## src/rtl/snoopwb_pkg.sv

```systemverilog
package snoopwb_pkg;

    // Line coherency state, bit 1 and bit 0 stored per line
    typedef enum logic [1:0] {
        LS_INV = 2'b00,
        LS_SHR = 2'b01,
        LS_EXC = 2'b10,
        LS_MOD = 2'b11
    } lstate_e;

    // Copy-out sequencer phases
    typedef enum logic [1:0] {
        WB_IDLE = 2'b00,
        WB_ADDR = 2'b01,
        WB_DATA = 2'b10,
        WB_HOLD = 2'b11
    } wbst_e;

endpackage

```

## src/rtl/snoopwb_line_store.sv

```systemverilog
module snoopwb_line_store
    import snoopwb_pkg::*;
#(
    parameter int LINES  = 4,
    parameter int TAG_W  = 8,
    parameter int LINE_W = 128,
    localparam int IDX_W = $clog2(LINES)
) (
    input  logic                    clk,
    input  logic                    rst_n,
    input  logic                    upd_en,
    input  logic [IDX_W-1:0]        upd_idx,
    input  lstate_e                 upd_state,
    input  logic                    ins_en,
    input  logic [IDX_W-1:0]        ins_idx,
    input  logic [TAG_W-1:0]        ins_tag,
    input  lstate_e                 ins_state,
    input  logic [LINE_W-1:0]       ins_data,
    input  logic [IDX_W-1:0]        rd_idx,
    output logic [LINE_W-1:0]       rd_data,
    output logic [LINES*TAG_W-1:0]  tag_vec,
    output logic [LINES*2-1:0]      st_vec
);

    typedef struct packed {
        logic [TAG_W-1:0]  tag;
        lstate_e           st;
        logic [LINE_W-1:0] data;
    } entry_t;

    typedef struct packed {
        entry_t [LINES-1:0] ent;
    } store_t;

    store_t s_d, s_q;

    always_comb begin
        s_d = s_q;
        for (int i = 0; i < LINES; i++) begin
            if (upd_en && (upd_idx == IDX_W'(i))) begin
                s_d.ent[i].st = upd_state;
            end
            if (ins_en && (ins_idx == IDX_W'(i))) begin
                s_d.ent[i].tag  = ins_tag;
                s_d.ent[i].st   = ins_state;
                s_d.ent[i].data = ins_data;
            end
        end
    end

    always_ff @(posedge clk or negedge rst_n) begin
        if (!rst_n) begin
            s_q <= '0;
        end else begin
            s_q <= s_d;
        end
    end

    assign rd_data = s_q.ent[rd_idx].data;

    for (genvar g = 0; g < LINES; g++) begin : g_view
        assign tag_vec[g*TAG_W +: TAG_W] = s_q.ent[g].tag;
        assign st_vec[g*2 +: 2]          = s_q.ent[g].st;
    end

    // a snoop update and a core install never target the store together
    assert_one_writer_R7: assert property (@(posedge clk) disable iff (!rst_n)
        !(upd_en && ins_en));

endmodule

```

## src/rtl/snoopwb_lookup.sv

```systemverilog
module snoopwb_lookup
    import snoopwb_pkg::*;
#(
    parameter int LINES = 4,
    parameter int TAG_W = 8,
    localparam int IDX_W = $clog2(LINES)
) (
    input  logic [LINES*TAG_W-1:0] tag_vec,
    input  logic [LINES*2-1:0]     st_vec,
    input  logic [IDX_W-1:0]       look_idx,
    input  logic [TAG_W-1:0]       look_tag,
    output logic                   hit,
    output logic                   hit_mod
);

    logic [LINES-1:0] match;
    logic [LINES-1:0] match_mod;

    for (genvar g = 0; g < LINES; g++) begin : g_cmp
        logic [1:0] st_g;
        assign st_g = st_vec[g*2 +: 2];
        assign match[g] = (look_idx == IDX_W'(g))
                        && (tag_vec[g*TAG_W +: TAG_W] == look_tag)
                        && (st_g != LS_INV);
        assign match_mod[g] = match[g] && (st_g == LS_MOD);
    end

    assign hit     = |match;
    assign hit_mod = |match_mod;

endmodule

```

## src/rtl/snoopwb_seq.sv

```systemverilog
module snoopwb_seq
    import snoopwb_pkg::*;
#(
    parameter int LA_W   = 10,
    parameter int WORD_W = 32,
    parameter int BEATS  = 4,
    localparam int BEAT_W = $clog2(BEATS),
    localparam int LINE_W = WORD_W * BEATS
) (
    input  logic                   clk,
    input  logic                   rst_n,
    input  logic                   launch,
    input  logic [LA_W-1:0]        launch_addr,
    input  logic [LINE_W-1:0]      launch_data,
    input  logic                   brdy,
    input  logic                   rdy,
    input  logic                   boff,
    output logic                   busy,
    output logic                   start,
    output logic [LA_W+BEAT_W-1:0] addr,
    output logic [WORD_W-1:0]      data,
    output logic                   last
);

    localparam logic [BEAT_W-1:0] LAST_BEAT = BEAT_W'(BEATS - 1);

    typedef struct packed {
        wbst_e             st;
        logic [BEAT_W-1:0] beat;
        logic              single;
        logic [LA_W-1:0]   base;
        logic [LINE_W-1:0] line_buf;
    } seq_t;

    seq_t r_d, r_q;

    always_comb begin
        r_d = r_q;
        unique case (r_q.st)
            WB_IDLE: begin
                if (launch) begin
                    r_d.st       = WB_ADDR;
                    r_d.beat     = '0;
                    r_d.single   = 1'b0;
                    r_d.base     = launch_addr;
                    r_d.line_buf = launch_data;
                end
            end
            WB_ADDR: begin
                if (boff) begin
                    r_d.st     = WB_HOLD;
                    r_d.beat   = '0;
                    r_d.single = 1'b0;
                end else begin
                    r_d.st = WB_DATA;
                end
            end
            WB_DATA: begin
                if (boff) begin
                    r_d.st     = WB_HOLD;
                    r_d.beat   = '0;
                    r_d.single = 1'b0;
                end else if (brdy && !r_q.single) begin
                    if (r_q.beat == LAST_BEAT) begin
                        r_d.st = WB_IDLE;
                    end else begin
                        r_d.beat = r_q.beat + 1'b1;
                    end
                end else if (brdy || rdy) begin
                    r_d.single = 1'b1;
                    if (r_q.beat == LAST_BEAT) begin
                        r_d.st = WB_IDLE;
                    end else begin
                        r_d.beat = r_q.beat + 1'b1;
                        r_d.st   = WB_ADDR;
                    end
                end
            end
            WB_HOLD: begin
                if (!boff) begin
                    r_d.st = WB_ADDR;
                end
            end
            default: r_d.st = WB_IDLE;
        endcase
    end

    always_ff @(posedge clk or negedge rst_n) begin
        if (!rst_n) begin
            r_q <= '0;
        end else begin
            r_q <= r_d;
        end
    end

    logic active;
    assign busy   = (r_q.st != WB_IDLE);
    assign start  = (r_q.st == WB_ADDR);
    assign active = start || (r_q.st == WB_DATA);
    assign addr   = active ? {r_q.base, r_q.beat} : '0;
    assign data   = (r_q.st == WB_DATA) ? r_q.line_buf[int'(r_q.beat)*WORD_W +: WORD_W] : '0;
    assign last   = active && (r_q.single || (r_q.beat == LAST_BEAT));

    // plain-ready on a non-final burst beat turns the next transfer single
    assert_rdy_single_R9: assert property (@(posedge clk) disable iff (!rst_n)
        (r_q.st == WB_DATA && rdy && !brdy && !boff && r_q.beat != LAST_BEAT)
        |=> (start && last));

    // final beat accepted with burst-ready ends the copy-out
    assert_final_beat_R5: assert property (@(posedge clk) disable iff (!rst_n)
        (r_q.st == WB_DATA && last && brdy && !boff && r_q.beat == LAST_BEAT)
        |=> !busy);

    // back-off in an active phase leaves the bus idle the next cycle
    assert_boff_idle_R8: assert property (@(posedge clk) disable iff (!rst_n)
        (active && boff) |=> (!start && !last && busy));

endmodule

```

## src/rtl/snoopwb_ctrl.sv

```systemverilog
module snoopwb_ctrl
    import snoopwb_pkg::*;
#(
    parameter int LINES       = 4,
    parameter int LINE_ADDR_W = 10,
    parameter int WORD_W      = 32,
    parameter int BEATS       = 4
) (
    input  logic                                     clk,
    input  logic                                     rst_n,
    input  logic                                     snoop_valid,
    input  logic [LINE_ADDR_W-1:0]                   snoop_addr,
    input  logic                                     snoop_inv,
    output logic                                     snoop_hit,
    output logic                                     snoop_hitm,
    input  logic                                     core_req,
    input  logic [LINE_ADDR_W-1:0]                   core_addr,
    input  logic [1:0]                               core_state,
    input  logic [WORD_W*BEATS-1:0]                  core_data,
    output logic                                     core_gnt,
    output logic                                     bus_start,
    output logic [LINE_ADDR_W+$clog2(BEATS)-1:0]     bus_addr,
    output logic [WORD_W-1:0]                        bus_data,
    output logic                                     bus_last,
    input  logic                                     bus_brdy,
    input  logic                                     bus_rdy,
    input  logic                                     bus_boff
);

    localparam int IDX_W  = $clog2(LINES);
    localparam int TAG_W  = LINE_ADDR_W - IDX_W;
    localparam int BEAT_W = $clog2(BEATS);
    localparam int LINE_W = WORD_W * BEATS;

    typedef struct packed {
        logic hit;
    } top_t;

    top_t t_d, t_q;

    logic [LINES*TAG_W-1:0] tag_vec;
    logic [LINES*2-1:0]     st_vec;
    logic [LINE_W-1:0]      rd_data;
    logic                   look_hit, look_mod;
    logic                   busy, take;
    logic [IDX_W-1:0]       s_idx;
    logic [TAG_W-1:0]       s_tag;
    lstate_e                new_state;

    assign s_idx     = snoop_addr[IDX_W-1:0];
    assign s_tag     = snoop_addr[LINE_ADDR_W-1:IDX_W];
    assign take      = snoop_valid && !busy;
    assign new_state = snoop_inv ? LS_INV : LS_SHR;
    assign core_gnt  = core_req && !busy && !snoop_valid;

    snoopwb_lookup #(.LINES(LINES), .TAG_W(TAG_W)) u_lookup (
        .tag_vec  (tag_vec),
        .st_vec   (st_vec),
        .look_idx (s_idx),
        .look_tag (s_tag),
        .hit      (look_hit),
        .hit_mod  (look_mod)
    );

    snoopwb_line_store #(.LINES(LINES), .TAG_W(TAG_W), .LINE_W(LINE_W)) u_store (
        .clk       (clk),
        .rst_n     (rst_n),
        .upd_en    (take && look_hit),
        .upd_idx   (s_idx),
        .upd_state (new_state),
        .ins_en    (core_gnt),
        .ins_idx   (core_addr[IDX_W-1:0]),
        .ins_tag   (core_addr[LINE_ADDR_W-1:IDX_W]),
        .ins_state (lstate_e'(core_state)),
        .ins_data  (core_data),
        .rd_idx    (s_idx),
        .rd_data   (rd_data),
        .tag_vec   (tag_vec),
        .st_vec    (st_vec)
    );

    snoopwb_seq #(.LA_W(LINE_ADDR_W), .WORD_W(WORD_W), .BEATS(BEATS)) u_seq (
        .clk         (clk),
        .rst_n       (rst_n),
        .launch      (take && look_mod),
        .launch_addr (snoop_addr),
        .launch_data (rd_data),
        .brdy        (bus_brdy),
        .rdy         (bus_rdy),
        .boff        (bus_boff),
        .busy        (busy),
        .start       (bus_start),
        .addr        (bus_addr),
        .data        (bus_data),
        .last        (bus_last)
    );

    always_comb begin
        t_d     = t_q;
        t_d.hit = take && look_hit;
    end

    always_ff @(posedge clk or negedge rst_n) begin
        if (!rst_n) begin
            t_q <= '0;
        end else begin
            t_q <= t_d;
        end
    end

    assign snoop_hit  = t_q.hit;
    assign snoop_hitm = busy;

    // a strobe during a copy-out is not sampled
    assert_snoop_blocked_R6: assert property (@(posedge clk) disable iff (!rst_n)
        (snoop_hitm && snoop_valid) |=> !snoop_hit);

    // installs wait for the copy-out and for any snoop strobe
    assert_gnt_held_R7: assert property (@(posedge clk) disable iff (!rst_n)
        core_gnt |-> (!snoop_hitm && !snoop_valid));

    // every copy-out opens with an address strobe at offset 0
    assert_open_offset_R5: assert property (@(posedge clk) disable iff (!rst_n)
        $rose(snoop_hitm) |-> (bus_start && bus_addr[BEAT_W-1:0] == '0));

    // the hit-dirty flag drops only after an accepted final beat
    assert_hitm_release_R5: assert property (@(posedge clk) disable iff (!rst_n)
        $fell(snoop_hitm) |-> $past(bus_last && (bus_brdy || bus_rdy) && !bus_boff));

    // no bus activity without a dirty hit
    assert_quiet_bus_R4: assert property (@(posedge clk) disable iff (!rst_n)
        !snoop_hitm |-> (!bus_start && !bus_last));

    // the address strobe returns one clock after back-off is lifted
    assert_boff_restart_R8: assert property (@(posedge clk) disable iff (!rst_n)
        (!bus_boff && $past(bus_boff) && $past(snoop_hitm) && snoop_hitm) |=> bus_start);

endmodule

```

## config.mk

```make
export PLATFORM = sky130hd
export DESIGN_NAME = snoopwb_ctrl
export DESIGN_NICKNAME = d
export VERILOG_FILES = /design/src/rtl/snoopwb_pkg.sv /design/src/rtl/snoopwb_line_store.sv /design/src/rtl/snoopwb_lookup.sv /design/src/rtl/snoopwb_seq.sv /design/src/rtl/snoopwb_ctrl.sv
export SDC_FILE = /design/constraint.sdc
export NUM_CORES = 1
export LEC_CHECK = 0
export BUFFER_PORTS_ARGS = -buffer_cell sky130_fd_sc_hd__buf_2
export CORE_UTILIZATION = 61
export DETAILED_ROUTE_END_ITERATION = 10
export PLACE_DENSITY = 0.77
export SYNTH_ARGS = -nofsm -noshare
export SYNTH_HDL_FRONTEND = slang
export SYNTH_SLANG_ARGS = --single-unit
```

## constraint.sdc

```tcl
create_clock -name clk -period 3.37 [get_ports clk]
set_input_delay 0 -clock clk [delete_from_list [all_inputs] [get_ports clk]]
set_output_delay 0 -clock clk [all_outputs]
set_load 0.005 [all_outputs]
```

* After elaboration in Yosys (flattened, before gate mapping)
Index checks and enable logic that the tools add are counted.
Word-level totals: flip-flop bits (word level) 696, latch bits 0, RAM bits 0, memory bits (read-only) 0, input port bits 158, output and inout bits 49, word-level logic and storage cells 124, memories kept 0
Cells by class: add/sub/neg operators 1, multiply operators 0, divide/modulo/power cells 0, $lt $le $gt $ge 1, equality and inequality tests 25, shifts and indexed selects 1, muxes and demuxes 26, bitwise logic cells 0, reductions and logical operators 52
Operators with widths (number):
- $mux W130 | 4
- $bmux W138 S2 | 1
- $mux W143 | 1
- $mux W128 | 1
- $shiftx A128 B8 Y32 | 1
- $eq A8 B8 Y1 | 4
- $mux W32 | 1
- $logic_and A1 B1 Y1 | 27
- $eq A2 B2 Y1 const B | 11
- $reduce_bool A2 Y1 | 9
- $mux W2 | 7
- $mux W12 | 1
- $mux W5 | 2
- $pmux W3 S3 | 1
- $pmux W2 S4 | 1
- $reduce_and A4 Y1 | 2
- $reduce_or A4 Y1 | 2
- $eq A2 B1 Y1 const B | 3
- $logic_not A2 Y1 | 3
- $reduce_and A5 Y1 | 1
- $mux W1 | 4
- $mux W4 | 1
- $ne A2 B2 Y1 const B | 2
- $ne A4 B2 Y1 const B | 1
- 11 further kinds | 15

* Logic depth before layout (Yosys ltp)
word-level depth 8, mapped depth 11, mapped depth without buffers 9

* Modules after synthesis
From an unflattened synthesis, not the netlist that was laid out.
Second synthesis, totals: cell total of the unflattened synthesis 2167, area total of the unflattened synthesis 30940.9 µm²
Modules (own cells, without submodules):
- snoopwb_line_store | instances 1, cells each 1673, area each 23832.9 µm², sequential area each 13813.2 µm²
- snoopwb_seq | instances 1, cells each 424, area each 6580.1 µm², sequential area each 3578.4 µm²
- snoopwb_lookup | instances 1, cells each 64, area each 465.4 µm², sequential area each 0.0 µm²
- snoopwb_ctrl | instances 1, cells each 6, area each 62.6 µm², sequential area each 25.0 µm²

* Worst setup path after synthesis
Ideal clock, no wire load.
path kind reg-to-reg, start point register u_seq.r_q[141] in the netlist's numbering, end point register u_store.s_q[391] in the netlist's numbering, setup time 0.125 ns, data arrival time 2.433 ns, required time 3.245 ns, path slack 0.812 ns, stages on the path, launching flop included 11, path buffers 2, period minus slack after synthesis 2.558 ns, path through dfrtp_1 -> inv_1 -> ha_1 -> nand2_1 -> or2_2 -> inv_1 -> nand2_1 -> nor2_1 -> clkbuf_1 -> buf_1 -> mux2_2
On the way: cells in the longest elaborated chain, start to end 5
RTL lines:
- start, declared | RTL line snoopwb_seq.sv:35 | seq_t r_d, r_q;
- start signal, assigned | RTL line snoopwb_seq.sv:92 | r_q <= r_d;
- $reduce_bool A2 Y1 | RTL line snoopwb_seq.sv:97 | assign busy = (r_q.st != WB_IDLE);
- $logic_not A1 Y1 | RTL line snoopwb_ctrl.sv:54 | assign core_gnt = core_req && !busy && !snoop_valid;
- $logic_and A1 B1 Y1 (2 in a row) | RTL line snoopwb_ctrl.sv:54
- via core_gnt | RTL line snoopwb_ctrl.sv:20 | output logic core_gnt,
- $logic_and A1 B1 Y1 | RTL line snoopwb_line_store.sv:43 | if (ins_en && (ins_idx == IDX_W'(i))) begin
- end signal, assigned | RTL line snoopwb_line_store.sv:53 | s_q <= '0;
- end signal, assigned | RTL line snoopwb_line_store.sv:55 | s_q <= s_d;
- end, declared | RTL line snoopwb_line_store.sv:35 | store_t s_d, s_q;
The timed path passes the listed nets, and every way through them passes these cells. A chain may end at the register's enable or synchronous reset.

* Final worst setup path
start point register u_store.s_q, in the netlist u_store.st_vec[7], end point register u_seq.r_q[138] in the netlist's numbering
On the way: cells in the longest elaborated chain, start to end 7, elaborated cells on any way between the ends 8, classes of those cells eq/ne (2); reduce/logical (6)
RTL lines:
- $reduce_bool A2 Y1 | RTL line snoopwb_lookup.sv:24 | && (st_g != LS_INV);
- $logic_and A1 B1 Y1 | RTL line snoopwb_lookup.sv:24
- $logic_and A1 B1 Y1 (*) | RTL line snoopwb_lookup.sv:25 | assign match_mod[g] = match[g] && (st_g == LS_MOD);
- $reduce_or A4 Y1 (*) | RTL line snoopwb_lookup.sv:29 | assign hit_mod = |match_mod;
- $logic_and A1 B1 Y1 (*) | RTL line snoopwb_ctrl.sv:85 | .launch (take && look_mod),
- $ne A2 B1 Y1 (no line) (*)
- $reduce_and A5 Y1 (no line) (*)
Every way passes the cells marked *; elsewhere a longest branch is shown, timed or not.

==> impl_results.md <==
* WP data arrival at 3750 ps
* Vias in the first global route at between 20k and 25k
* Grt peak-use layer: met2
* Max Buffers Root-to-Sink at 3
* Share of the synthesized area in the top cell type at 56.17%
* Row count at between 80 and 90
* CTS Buf Count at 72
* I/O Pins at 207
* Slew headroom at between 30% and 40%
* Crit start category: flop
* Slowest cell delay on critical path at 580 ps
* Critical Path Fanout Max at 3
* Setup Crit Path Kind: flop to flop
* CP cell instances: o211ai_1 > or4_4 > nor4_4 > a22oi_1 > a21boi_2 > o211ai_1 > dlygate4sd3_1 > a2bb2oi_1 > dlygate4sd3_1
* First-pass DRT Iterations at 5
* Fin Setup TNS at 0 ps
* Total GRT Usage at 29.57%
* Buf+Inv Stages, Crit Path at 2
* Worst r2r path cells at 9
* Root Buffer: clkbuf_16
* Port buffer count at 206
* Clock sink count at 696
* Final setup viols at 0
* Top delay family on crit path: buffers and inverters
* Hold endpoint: u_store.tag_vec[5]
* Status: finished clean
* Fillers at 3,121
* Worst-margin pin slew at 1024 ps
* Leak Pwr at 17.17 nW
* CTS clk-pin slew, worst paths at 60 ps
* Yosys reg bits at roughly 700
* YS warnings at 0
* Via Count at 19.24k
* Antenna violations before repair at 6
* Pwr Total at 23.24 mW
* Die Wd at 227.5 microns
* Slew Viols, Final at 0
* DP HPWL at 46,380 microns
* Met1 usage at a little over two fifths
* Min Tclk post-route at 3207 ps
* Worst-Skew Late Latency at just over 600 ps
* Avg Inst Size Synth at about 14 sq um
* Initial Util at a little over 60%
* Power Density at 629.3 nW/um^2
* Largest net degree at the start of global routing at 127
* Routing usage on met3 at 5.163%
* RSZ-0062 raised after global routing: no
* Largest cells by area after synthesis: dfrtp_1 56%, mux2_2 16%, mux4_2 12%
* Final wirelength at between 70,000 and 80,000 microns
* DRC at 0
* Worst hold slack at 28.26 ps
* WHS Path Cells at 5
* DR vias/cell at 5.961
* CTS tree: built
* Worst reg2reg setup slack at between 150 and 200 ps
* Area Overhead vs Synth at 19.11%
* Cell taking the most area after synthesis: dfrtp_1
* Met2 GRT Util at a little under half
* Worst hold path type: primary input to flop
* Worst min-delay path startpoint: core_addr[1]
* Core ar. at between 50,000 and 60,000 sq um
* Routability cong. at 0.8383
* DRT antenna net count at 0
* Maximum Capacitance Violations at 0
* Post-synthesis async set-or-reset flop share at 100.0%
* Synth Flop Type: dfrtp_1
* Crit end category: flop
* Syn nets at ~2.3k
* Peak VDD IR at 0.0003754 V
* Final Hold Viols at 0
* Max H-tree Level at 3
* Syn Inst Count at 2,146
* Synthesized area at 31,010 sq um
* Die area at 51,740 sq um
* Crit-path slowest cell: or4_4
* Layout cells sized above 1 at a little over two fifths
* Placed cell area at 32,950 sq um
* Post-Layout Inst Area at 36,930 sq um
* CP required at 3920 ps
* 1st-iter DRT viols at 1,382
* Worst r2r src: u_store.st_vec[7]
* Reg2reg end: u_seq.r_q[138]
* Overflow after GRT at 0
* Global-route wire length before repair at 115,700 microns
* Die Y at 227.5 microns
* Register area share after synthesis at 56.17%
* Routed len/inst at 22.88 microns
* Max Fclk at 0.3118 GHz
* EDFF count, synth at 0
* Final worst-path cycle share at 95.16%
* Netlist cell types at a little under 50
* Nets@finish at 2,660
* Max Clock Skew at around 20 ps
## power breakdown
group	switching [mW]	leakage (nW)	internal [mW]	total [mW]
sequential	0.993	8.61	10.2	11.2
clock	3.20	1.16	4.67	7.87
combinational	1.70	7.41	2.44	4.14
total	5.89	17.2	17.3	23.2
## timing repair
action / in CTS / in global routing
hold buffers: 160 / 0
setup endpoints to repair: 0 / 1
buffers inserted: 0 / 1
resized for setup: 0 / 2
endpoints found under the hold margin: 971 / 0
## worst max-delay path by stage
stage	from	endpoint	slack, ps	cells after the start
6_report	u_store.st_vec[7]	u_seq.r_q[138]	160	9
3_3_place_gp	u_seq.r_q[141]	u_store.s_q[353]	730	9
3_5_place_dp	u_seq.r_q[141]	u_store.s_q[391]	660	9
5_1_grt	u_seq.r_q[141]	u_store.st_vec[4]	20	10
2_1_floorplan	u_seq.r_q[141]	u_store.s_q[391]	810	10
4_1_cts	u_store.st_vec[7]	u_seq.r_q[138]	80	9
## routing by layer
layer	vias up	share of wire [%]
met3	108	5.9
met1	10200	44
met4	2	2.2
li1	8303	-
met5	-	0.015
met2	624	48
## cell usage after synthesis (2+ instances only)
cell type / n
dfrtp_1: 696
mux2_2: 450
nand2_1: 422
mux4_2: 160
mux2_4: 97
clkbuf_1: 95
and2_1: 48
xnor2_1: 24
buf_1: 22
nor2_1: 14
buf_2: 13
buf_6: 12
inv_1: 12
o21ai_0: 9
xor2_1: 8
nand3_1: 7
ha_1: 6
nor4_1: 6
o211ai_1: 5
a21oi_1: 4
mux2i_1: 4
a22oi_1: 2
a31oi_1: 2
or3_1: 2
or4_4: 2
## logic make-up after synthesis
group / count (synthesis) / synth area share, %
AO/OA/AOI/OAI: 37 / 0.8354
multiplexers: 711 / 32.79
AND/OR/NAND/NOR: 509 / 6.832
adder cells (fa/ha/maj): 6 / 0.2421
buffers and inverters: 155 / 2.223
flip-flops: 696 / 56.17
XOR/XNOR: 32 / 0.9039
## layout make-up
cell class	instances	area, sq um	share of cell area [%]
Clock inverter	19	180.2	0.4879
Clock buffer	110	2171	5.878
Timing Repair Buffer	419	3307	8.954
Antenna cell	5	12.51	0.03388
Multi-Input combinational cell	1295	12950	35.08
Sequential cell	696	17420	47.17
Tap cell	672	840.8	2.277
Inverter	12	45.04	0.1220
## worst reg2reg max path: stages, from the launching register on
cell and delay [ps]:
dfrtp_1 380, o211ai_1 140, or4_4 580, nor4_4 210, a22oi_1 170, a21boi_2 250, o211ai_1 120, dlygate4sd3_1 580
a2bb2oi_1 150, dlygate4sd3_1 560
## flip-flops by register name, indices dropped and copies added, names as in the netlist
name and count:
u_store.tag_vec 32, u_store.s_q 512, u_seq.r_q 143, snoop_hit 1, u_store.st_vec 8
## metrics by stage
| step | std cells | utilization, % | worst slack [ps] |
|---|---|---|---|
| final | 3228 | 73.61 | 163.0 |
| after global routing | 3227 | 73.60 | 20.12 |
| after CTS | 3222 | 73.55 | 78.80 |
| after detailed placement | 2933 | 65.67 | 656.0 |
| after global placement | 2933 | 65.67 | 727.2 |
| after floorplan | 2146 | - | 812.1 |
## cells in the final DEF (no fill, tap or decap), drive strengths merged, types with 3 or more instances in the layout
| cell | synthesis | routed |
|---|---|---|
| xor2 | 8 | 8 |
| bufinv | 0 | 3 |
| nand3 | 7 | 7 |
| nor4 | 7 | 7 |
| clkinv | 0 | 13 |
| nor2 | 14 | 14 |
| inv | 12 | 14 |
| ha | 6 | 6 |
| buf | 47 | 259 |
| o21ai | 9 | 9 |
| nand2 | 422 | 422 |
| o211ai | 5 | 5 |
| mux2i | 4 | 4 |
| mux2 | 547 | 547 |
| dlygate4sd3 | 0 | 160 |
| a21oi | 4 | 4 |
| dfrtp | 696 | 696 |
| diode | 0 | 5 |
| clkbuf | 96 | 110 |
| mux4 | 160 | 160 |
| xnor2 | 24 | 24 |
| and2 | 48 | 48 |
(Power assumes the default switching activity.)
